==> config.mk <==
export PLATFORM = sky130hd
export DESIGN_NAME = dual_view_regbank
export DESIGN_NICKNAME = d
export VERILOG_FILES = /design/src/rtl/dvrb_pkg.sv /design/src/rtl/dvrb_ds_map.sv /design/src/rtl/dvrb_cell.sv /design/src/rtl/dual_view_regbank.sv
export SDC_FILE = /design/constraint.sdc
export NUM_CORES = 1
export LEC_CHECK = 0
export BUFFER_PORTS_ARGS = -buffer_cell sky130_fd_sc_hd__buf_2
export CORE_ASPECT_RATIO = 1.5
export CORE_MARGIN = 5
export CORE_UTILIZATION = 51
export CTS_BUF_LIST = sky130_fd_sc_hd__clkbuf_8
export DETAILED_ROUTE_END_ITERATION = 10
export PLACE_DENSITY_LB_ADDON = 0.25
export SLEW_MARGIN = 20
export SYNTH_ARGS = -nofsm -noshare
export SYNTH_HDL_FRONTEND = slang
export SYNTH_HIERARCHICAL = 1
export SYNTH_SLANG_ARGS = --single-unit
==> constraint.sdc <==
create_clock -name clk -period 6.1 [get_ports clk]
set_input_delay 0.915 -clock clk [delete_from_list [all_inputs] [get_ports clk]]
set_output_delay 0.915 -clock clk [all_outputs]
set_load 0.1 [all_outputs]
==> src/rtl/dvrb_pkg.sv <==
package dvrb_pkg;
   // Behaviour variant of one storage cell
   typedef enum logic [0:0] {
      CELL_PLAIN = 1'b0,   // read/write storage
      CELL_W1C   = 1'b1    // flags: hardware sets, software ones clear
   } cell_kind_e;
endpackage

==> src/rtl/dvrb_ds_map.sv <==
// Translates a data-view address into the I/O view or the extended window.
module dvrb_ds_map #(
   parameter int IO_AW     = 6,
   parameter int DS_AW     = 8,
   parameter int OFFSET    = 'h20,
   parameter int EXT_BASE  = 'h60
) (
   input  logic [DS_AW-1:0] ds_addr,
   output logic             in_io,
   output logic [IO_AW-1:0] io_idx,
   output logic             in_ext
);
   localparam int SPAN = 1 << IO_AW;

   logic [DS_AW-1:0] diff;

   always_comb begin
      diff   = ds_addr - DS_AW'(OFFSET);
      in_io  = (ds_addr >= DS_AW'(OFFSET)) && (diff < DS_AW'(SPAN));
      io_idx = diff[IO_AW-1:0];
      in_ext = ds_addr >= DS_AW'(EXT_BASE);
   end
endmodule

==> src/rtl/dvrb_cell.sv <==
// One register with a word-write port, a single-bit write port and
// hardware set inputs; KIND selects plain or write-one-to-clear behaviour.
module dvrb_cell
   import dvrb_pkg::*;
#(
   parameter int         DW   = 8,
   parameter cell_kind_e KIND = CELL_PLAIN
) (
   input  logic                  clk,
   input  logic                  rst,
   input  logic                  wr_en,
   input  logic [DW-1:0]         wr_data,
   input  logic                  bit_wr,
   input  logic                  bit_v,
   input  logic [$clog2(DW)-1:0] bit_idx,
   input  logic [DW-1:0]         hw_set,
   output logic [DW-1:0]         q
);
   logic [DW-1:0] nxt;

   generate
      if (KIND == CELL_W1C) begin : g_w1c
         always_comb begin
            nxt = q;
            if (wr_en)
               nxt = q & ~wr_data;
            else if (bit_wr && bit_v)
               nxt[bit_idx] = 1'b0;
            nxt = nxt | hw_set;
         end
      end else begin : g_plain
         always_comb begin
            nxt = q;
            if (wr_en)
               nxt = wr_data;
            else if (bit_wr)
               nxt[bit_idx] = bit_v;
            nxt = nxt | hw_set;
         end
      end
   endgenerate

   always_ff @(posedge clk) begin
      if (rst) q <= '0;
      else     q <= nxt;
   end
endmodule

==> src/rtl/dual_view_regbank.sv <==
module dual_view_regbank
   import dvrb_pkg::*;
#(
   parameter int DW        = 8,
   parameter int IO_AW     = 6,
   parameter int DS_AW     = 8,
   parameter int DS_OFFSET = 'h20,
   parameter int BIT_WIN   = 'h20,
   parameter int EXT_BASE  = 'h60,
   parameter int NUM_GP    = 3,
   parameter int GP_BASE   = 'h0C,
   parameter int FLAG_ADDR = 'h05,
   parameter int HI_ADDR   = 'h2A,
   parameter int EXT_ADDR  = 'h90
) (
   input  logic                  clk,
   input  logic                  rst,
   input  logic [IO_AW-1:0]      io_addr,
   input  logic                  io_we,
   input  logic [DW-1:0]         io_wdata,
   output logic [DW-1:0]         io_rdata,
   input  logic [DS_AW-1:0]      ds_addr,
   input  logic                  ds_we,
   input  logic [DW-1:0]         ds_wdata,
   output logic [DW-1:0]         ds_rdata,
   input  logic [IO_AW-1:0]      bit_addr,
   input  logic [$clog2(DW)-1:0] bit_idx,
   input  logic                  bit_set,
   input  logic                  bit_clr,
   output logic                  bit_val,
   input  logic [DW-1:0]         flag_set
);
   localparam int IO_SPAN = 1 << IO_AW;
   localparam int DS_SPAN = 1 << DS_AW;
   localparam int NIO     = NUM_GP + 2;   // status, general registers, high register

   // Elaboration-time parameter checks
   generate
      if (GP_BASE + NUM_GP > BIT_WIN || FLAG_ADDR >= BIT_WIN)
         $error("general and status registers must lie inside the bit window");
      if (FLAG_ADDR >= GP_BASE && FLAG_ADDR < GP_BASE + NUM_GP)
         $error("status register overlaps general registers");
      if (HI_ADDR < BIT_WIN || HI_ADDR >= IO_SPAN || BIT_WIN > IO_SPAN)
         $error("high register must lie above the bit window in the I/O view");
      if (DS_OFFSET + IO_SPAN > EXT_BASE || EXT_ADDR < EXT_BASE || EXT_ADDR >= DS_SPAN)
         $error("data-view windows overlap or exceed the data address space");
   endgenerate

   // I/O address of slot k: slot 0 status, then general registers, then high register
   function automatic logic [IO_AW-1:0] slot_addr(input int k);
      if (k == 0)           return IO_AW'(FLAG_ADDR);
      else if (k <= NUM_GP) return IO_AW'(GP_BASE + k - 1);
      else                  return IO_AW'(HI_ADDR);
   endfunction

   logic             ds_in_io, ds_in_ext;
   logic [IO_AW-1:0] ds_idx;
   logic             bit_in_win;
   logic [DW-1:0]    slot_q [NIO];
   logic [DW-1:0]    ext_q;

   dvrb_ds_map #(
      .IO_AW(IO_AW), .DS_AW(DS_AW), .OFFSET(DS_OFFSET), .EXT_BASE(EXT_BASE)
   ) map_i (
      .ds_addr(ds_addr), .in_io(ds_in_io), .io_idx(ds_idx), .in_ext(ds_in_ext)
   );

   assign bit_in_win = bit_addr < IO_AW'(BIT_WIN);

   generate
      for (genvar k = 0; k < NIO; k++) begin : g_slot
         logic          io_hit, ds_hit, b_hit;
         logic [DW-1:0] wd;
         always_comb begin
            io_hit = io_we && (io_addr == slot_addr(k));
            ds_hit = ds_we && ds_in_io && (ds_idx == slot_addr(k));
            b_hit  = (bit_set || bit_clr) && bit_in_win && (bit_addr == slot_addr(k));
            wd     = io_hit ? io_wdata : ds_wdata;
         end
         dvrb_cell #(
            .DW(DW), .KIND((k == 0) ? CELL_W1C : CELL_PLAIN)
         ) cell_i (
            .clk(clk), .rst(rst),
            .wr_en(io_hit || ds_hit), .wr_data(wd),
            .bit_wr(b_hit), .bit_v(bit_set), .bit_idx(bit_idx),
            .hw_set((k == 0) ? flag_set : '0),
            .q(slot_q[k])
         );
      end
   endgenerate

   dvrb_cell #(.DW(DW), .KIND(CELL_PLAIN)) ext_i (
      .clk(clk), .rst(rst),
      .wr_en(ds_we && ds_in_ext && (ds_addr == DS_AW'(EXT_ADDR))),
      .wr_data(ds_wdata),
      .bit_wr(1'b0), .bit_v(1'b0), .bit_idx('0),
      .hw_set('0),
      .q(ext_q)
   );

   // Read paths
   logic [DW-1:0] bit_word;

   always_comb begin
      io_rdata = '0;
      ds_rdata = '0;
      bit_word = '0;
      for (int k = 0; k < NIO; k++) begin
         if (io_addr == slot_addr(k))
            io_rdata = slot_q[k];
         if (ds_in_io && ds_idx == slot_addr(k))
            ds_rdata = slot_q[k];
         if (bit_in_win && bit_addr == slot_addr(k))
            bit_word = slot_q[k];
      end
      if (ds_in_ext && ds_addr == DS_AW'(EXT_ADDR))
         ds_rdata = ext_q;
      bit_val = bit_word[bit_idx];
   end
endmodule

==> results.yml, run 1 <==
logic_synthesis:
  synthArstFlopShare_pct: 0
  synth_cell_types: 67
  syn_area_sq_um: 4680
  netlist_instances: 585
  synth_xor_area_share_pct: 0.187
  syn_area_per_cell_sq_um: 7.99
  yosys.area_share.adder_pct: 0.803
  yosys_warnings: 6
  synth_area_leaders: "dfxtp_1, mux2_2, o32ai_1"
  synth-seq-cells: 48
  synth_edf_count: 0
  synth_top_area_cell: "dfxtp_1"
  synth_top_area_share_pct: 20.5
  ys_seq_area_share_pct: 20.5
  muxShareOfSynthArea_pct: 11.3
  synth-simple-area-share_pct: 22.7
  synth_ff_type: "dfxtp_1"
  synth_top_family_by_area: "compound AO/OA/AOI/OAI gates"
  synth_compound_area_share_pct: 36.2
power_and_ir_drop:
  intPower_mw: 0.594
  total_switching_power_mw: 0.303
  finalPower_mw: 0.898
  p_leak_nw: 2.11
  p_seq_share_pct: 43.6
  p_clk_share_pct: 31.2
  share_comb_of_total_power_pct: 25.3
  ir_drop_mv: 0.125
  p_sw_share_pct: 33.8
  power_density_nw_per_um2: 171
worst_setup_path:
  critical_path_class: "in -> out"
  cp_max_fo: 23
  critPathLaunchType: "input pin"
  cp.required_ns: 5.18
  arrival_ns: 3.44
  endpoint_kind: "primary output"
job:
  cap_violations: 0
detailed_routing:
  first_iter_violations: 485
  drtAntennaViolNets: 0
  first_pass_iters: 5
  routed_via_density: 6.44
  wire_per_inst_um: 20.8
  drc: 0
  wl_um: 16500
  vias: 5100
timing:
  setup_viol_count_final: 0
  relSlewSlack_pct: 36.6
  final_hold_viol_count: 0
  rsz0062_at_grt: "false"
  tightest_slew_ns: 0.941
  skew_ns: 0
  finalCritPeriodShare_pct: 71.3
  fin_crit_ns: 4.35
  finalSetupTns_ns: 0
  max_freq_mhz: 230
  drv_slew: 0
clock_network:
  hold_buffers: 0
  cts_inserted_buffers: 5
  clk_latency_ns: 0.31
  cts_tree: "done"
  cts_sinks: 48
  cts_buffer_depth: 2
  cts_root_buffer: "clkbuf_8"
  path_clk_slew_ns: 0.09
  postCtsSetupBuffers: 0
  cts_resized: 0
  htreeDepth: 2
grt:
  grt_pass1_wl_um: 25600
  grt_max_degree: 55
  global_route.usage.total_pct: 29.1
  grt_overflow: 0
  antenna_found_initial: 0
  grt_pass1_vias: 4837
cells_and_area:
  drive_above_1_share_pct: 22.6
  syn_to_final_growth_pct: 12.3
  fin_util_pct: 59.1
  nets: 738
  antenna_cells: 0
outcome:
  outcome: "completed"
min_path:
  hold_path_class: "reg -> reg"
floorplanning:
  io_pins: 70
  die_w_um: 88.2
  core_sq_um: 8880
  dieArea_sq_um: 11200
  rows: 42
  die_h_um: 127
  initial_utilization_pct: 52.7
placed_design:
  port_buffers: 69
  place_congestion: 0.966
  hpwl_um: 12500
flip-flops by register name, indices dropped and copies added (netlist names):
signal and count:
ext_i/q 8, g_slot.cell_i/q 40
critical path, stage by stage:
cell,delay (ns)
buf_2,0.22
nor4_4,0.30
nand3b_1,0.11
a21oi_1,0.22
nand4bb_1,0.37
a211oi_1,0.37
o22a_1,0.17
o21ai_0,0.11
a31oi_1,0.19
buf_2,0.45
logic make-up (layout without fill, tap and decap cells):
kind of cell	count (synthesis)	in the layout
fa+ha+maj	3	3
other cells	1	65
compound gates	239	239
simple gates	182	182
mux	47	47
flops	48	48
xor+xnor	1	1
buf+inv	64	97
through the flow:
stage               worst slack [ns]  cells  instance area, sq um  hold WS (ns)
global route                    1.48    792                  5250         0.642
floorplan                       1.14    649                  4920         0.534
finish                          1.75    792                  5250         0.578
CTS                             1.75    792                  5250         0.580
detailed placement              1.77    785                  5120         0.567
global placement                1.83    785                  5120         0.567
cell usage after synthesis, drive strengths merged, types with 8 or more instances:
cell,n
inv,16
a31oi,36
o21ai,25
a22oi,18
a21bo,8
buf,39
clkbuf,9
a211oi,8
nand2b,14
a21oi,59
o22a,8
mux2,47
o32ai,35
nor3,16
a221oi,9
nor2b,17
nand3b,8
nand2,32
o21a,8
nor3b,8
dfxtp,48
nor2,51
area by class of cell:
cell class,count,area (sq um)
fillers,847,3630
repair buffers,74,383
multi-input cells,537,3580
inverters,16,60.1
flip-flops and latches,48,961
clock inverters,2,60.1
well taps,110,138
clock buffers,5,68.8
cell usage in the layout, fill, tap and decap left out, types with 14 or more instances in the layout:
master / count
nor3_1: 15
nand2_1: 30
dfxtp_1: 48
inv_1: 16
buf_2: 69
nand2b_1: 14
nor2_1: 50
mux2_2: 47
nor2b_1: 17
o21ai_0: 25
a31oi_1: 36
a22oi_1: 18
o32ai_1: 35
a21oi_1: 59
conb_1: 65
path summary, 6_finish.rpt:
check	start	to	slack [ns]	cells after the start
worst max register to register	g_slot[3].cell_i/q[0]	g_slot[3].cell_i/q[0]	4.97	2
worst max-delay path	ds_addr[3]	ds_rdata[3]	1.75	10
worst min-delay path	ext_i/q[0]	ext_i/q[0]	0.58	2
worst min register to register	ext_i/q[0]	ext_i/q[0]	0.58	2
power groups by stage:
stage / clock network [mW] / registers, mW / logic, mW
floorplan: 0 / 0.369 / 0.167
global placement: 0 / 0.395 / 0.215
detailed placement: 0 / 0.395 / 0.220
CTS: 0.283 / 0.388 / 0.221
global route: 0.298 / 0.392 / 0.247
finish: 0.280 / 0.391 / 0.227
per-layer routing:
metal | track usage (%) | share of wire, % | wire [um]
met5 | 0 | 0 | 0
met4 | 16.1 | 6.6 | 1080
met3 | 4.57 | 7.9 | 1290
met2 | 48.7 | 48 | 7880
met1 | 34.8 | 38 | 6200
Power figures use the tool's default switching activity.
==> inputs of run 2 (changes only) <==
clock period = 4.2 ns   (was 6.1 ns; I/O delays follow)
==> run 2 against run 1 <==
Register-to-register slack got worse by 1.8 ns. Design area grew 1.5%. Final cell count is 0.51% higher. Flip-flop and latch count is the same. Setup slack got worse by 1.4 ns. First-iteration DRC count up 20%. Power grew 46%. Utilization rose by 0.90 points. Via count up 0.84%. Critical path type unchanged. Critical endpoint is now ds_rdata[1]. Largest cell class unchanged. Highest routed layer unchanged.
==> results.yml, run 2 (synthesis gave the netlist of run 1 again) <==
outcome:
  outcome: "completed"
cells_and_area:
  layout_commonest_cell: "buf_2"
  multi_input_area_sq_um: 3630
  fillers: 878
  nets: 742
  fin_util_pct: 60.0
  reg_top3: "g_slot.cell_i/q (40), ext_i/q (8)"
  antenna_cells: 0
  syn_to_final_growth_pct: 14.0
  regMostFlops: "g_slot.cell_i/q"
  regArea_sq_um: 961
  layout_common_cells: "buf_2, conb_1, a21oi_1"
  largest_reg_flops: 40
  drive_above_1_share_pct: 24.2
timing:
  setup_viol_count_final: 0
  fin_crit_ns: 3.89
  relSlewSlack_pct: 40.4
  finalSetupTns_ns: 0
  drv_slew: 0
  whs_ns: 0.559
  final_hold_viol_count: 0
  max_freq_mhz: 257
  rsz0062_at_grt: "false"
  skew_ns: 0
  finalCritPeriodShare_pct: 92.7
  tightest_slew_ns: 0.894
grt:
  grt_pass1_vias: 5011
  grt_pass1_wl_um: 26200
  grt_max_degree: 55
  grt_overflow: 0
  antenna_found_initial: 0
  global_route.usage.total_pct: 29.8
power_and_ir_drop:
  ir_drop_mv: 0.268
  p_leak_nw: 2.13
  power_density_nw_per_um2: 246
floorplanning:
  die_w_um: 88.2
  rows: 42
  core_sq_um: 8880
  initial_utilization_pct: 52.7
  io_pins: 70
  dieArea_sq_um: 11200
  die_h_um: 127
detailed_routing:
  wire_per_inst_um: 20.9
  vias: 5143
  first_iter_violations: 584
  routed_via_density: 6.46
  drc: 0
  drtAntennaViolNets: 0
  wl_um: 16700
  first_pass_iters: 6
clock_network:
  clk_latency_ns: 0.32
  hold_buffers: 0
  cts_buffer_depth: 2
  postCtsSetupBuffers: 0
  cts_root_buffer: "clkbuf_8"
  path_clk_slew_ns: 0.09
  htreeDepth: 2
  cts_sinks: 48
  cts_tree: "done"
  cts_inserted_buffers: 5
  cts_resized: 0
worst_setup_path:
  r2r_start: "g_slot[3].cell_i/q[7]"
  critical_path_class: "in -> out"
  cp_max_fo: 21
  endpoint_kind: "primary output"
  cp.required_ns: 3.57
  rr_worst_depth: 3
  crit_start: "ds_addr[1]"
  critPathLaunchType: "input pin"
  arrival_ns: 3.26
placed_design:
  port_buffers: 69
  place_congestion: 0.938
  hpwl_um: 12700
job:
  cap_violations: 0
min_path:
  min_from: "flag_set[5]"
  hold_path_class: "in -> reg"
  hold_depth: 3
[run 2: cell types whose count changed in the layout (fill, tap and decap cells not counted), sizes merged]
cell,before,now
buf,74,78
[run 2: where the power goes]
group | switching (mW) | internal, mW | total, mW | leakage [nW]
logic | 0.201 | 0.131 | 0.332 | 1.66
clock network | 0.175 | 0.235 | 0.409 | 0.0642
registers | 0.0699 | 0.499 | 0.569 | 0.404
total | 0.445 | 0.865 | 1.31 | 2.13
[run 2: area by class of cell]
cell class	count	area share (%)
Tap cell	110	2.58
Clock buffer	5	1.29
Timing Repair Buffer	78	7.74
Sequential cell	48	18.0
Multi-Input combinational cell	537	68.1
Clock inverter	2	1.13
Inverter	16	1.13
[run 2: worst paths after layout]
path / endpoint / slack, ns
max: ds_rdata[1] / 0.31
min: g_slot[0].cell_i/q[5] / 0.56
max reg2reg: g_slot[3].cell_i/q[7] / 3.15
min reg2reg: ext_i/q[0] / 0.58
[run 2: per-layer routing]
layer	track usage (%)	part of all wire, %	vias to the layer above	wire length, um
li1	-	-	2415	-
met1	34.9	36	2369	6070
met2	47.7	47	276	7850
met3	5.54	8.4	83	1400
met4	21.3	8.0	0	1340
met5	0	0	-	0
[run 2: stage by stage]
step / setup WS, ns / instances / instance area (sq um) / total power, mW
floorplan: 0.462 / 649 / 4970 / 0.780
detailed placement: 0.371 / 789 / 5200 / 0.897
CTS: 0.359 / 796 / 5330 / 1.30
finish: 0.306 / 796 / 5330 / 1.31
global placement: 0.504 / 789 / 5200 / 0.888
global route: 0.171 / 796 / 5330 / 1.36
[run 2: worst max-delay path, cell delays in order]
cell	delay [ns]
buf_2	0.21
nor4_4	0.32
nand3b_1	0.11
a21oi_1	0.23
nand4bb_1	0.41
a211oi_1	0.41
o22a_1	0.20
o21ai_0	0.10
a31oi_2	0.17
buf_2	0.45
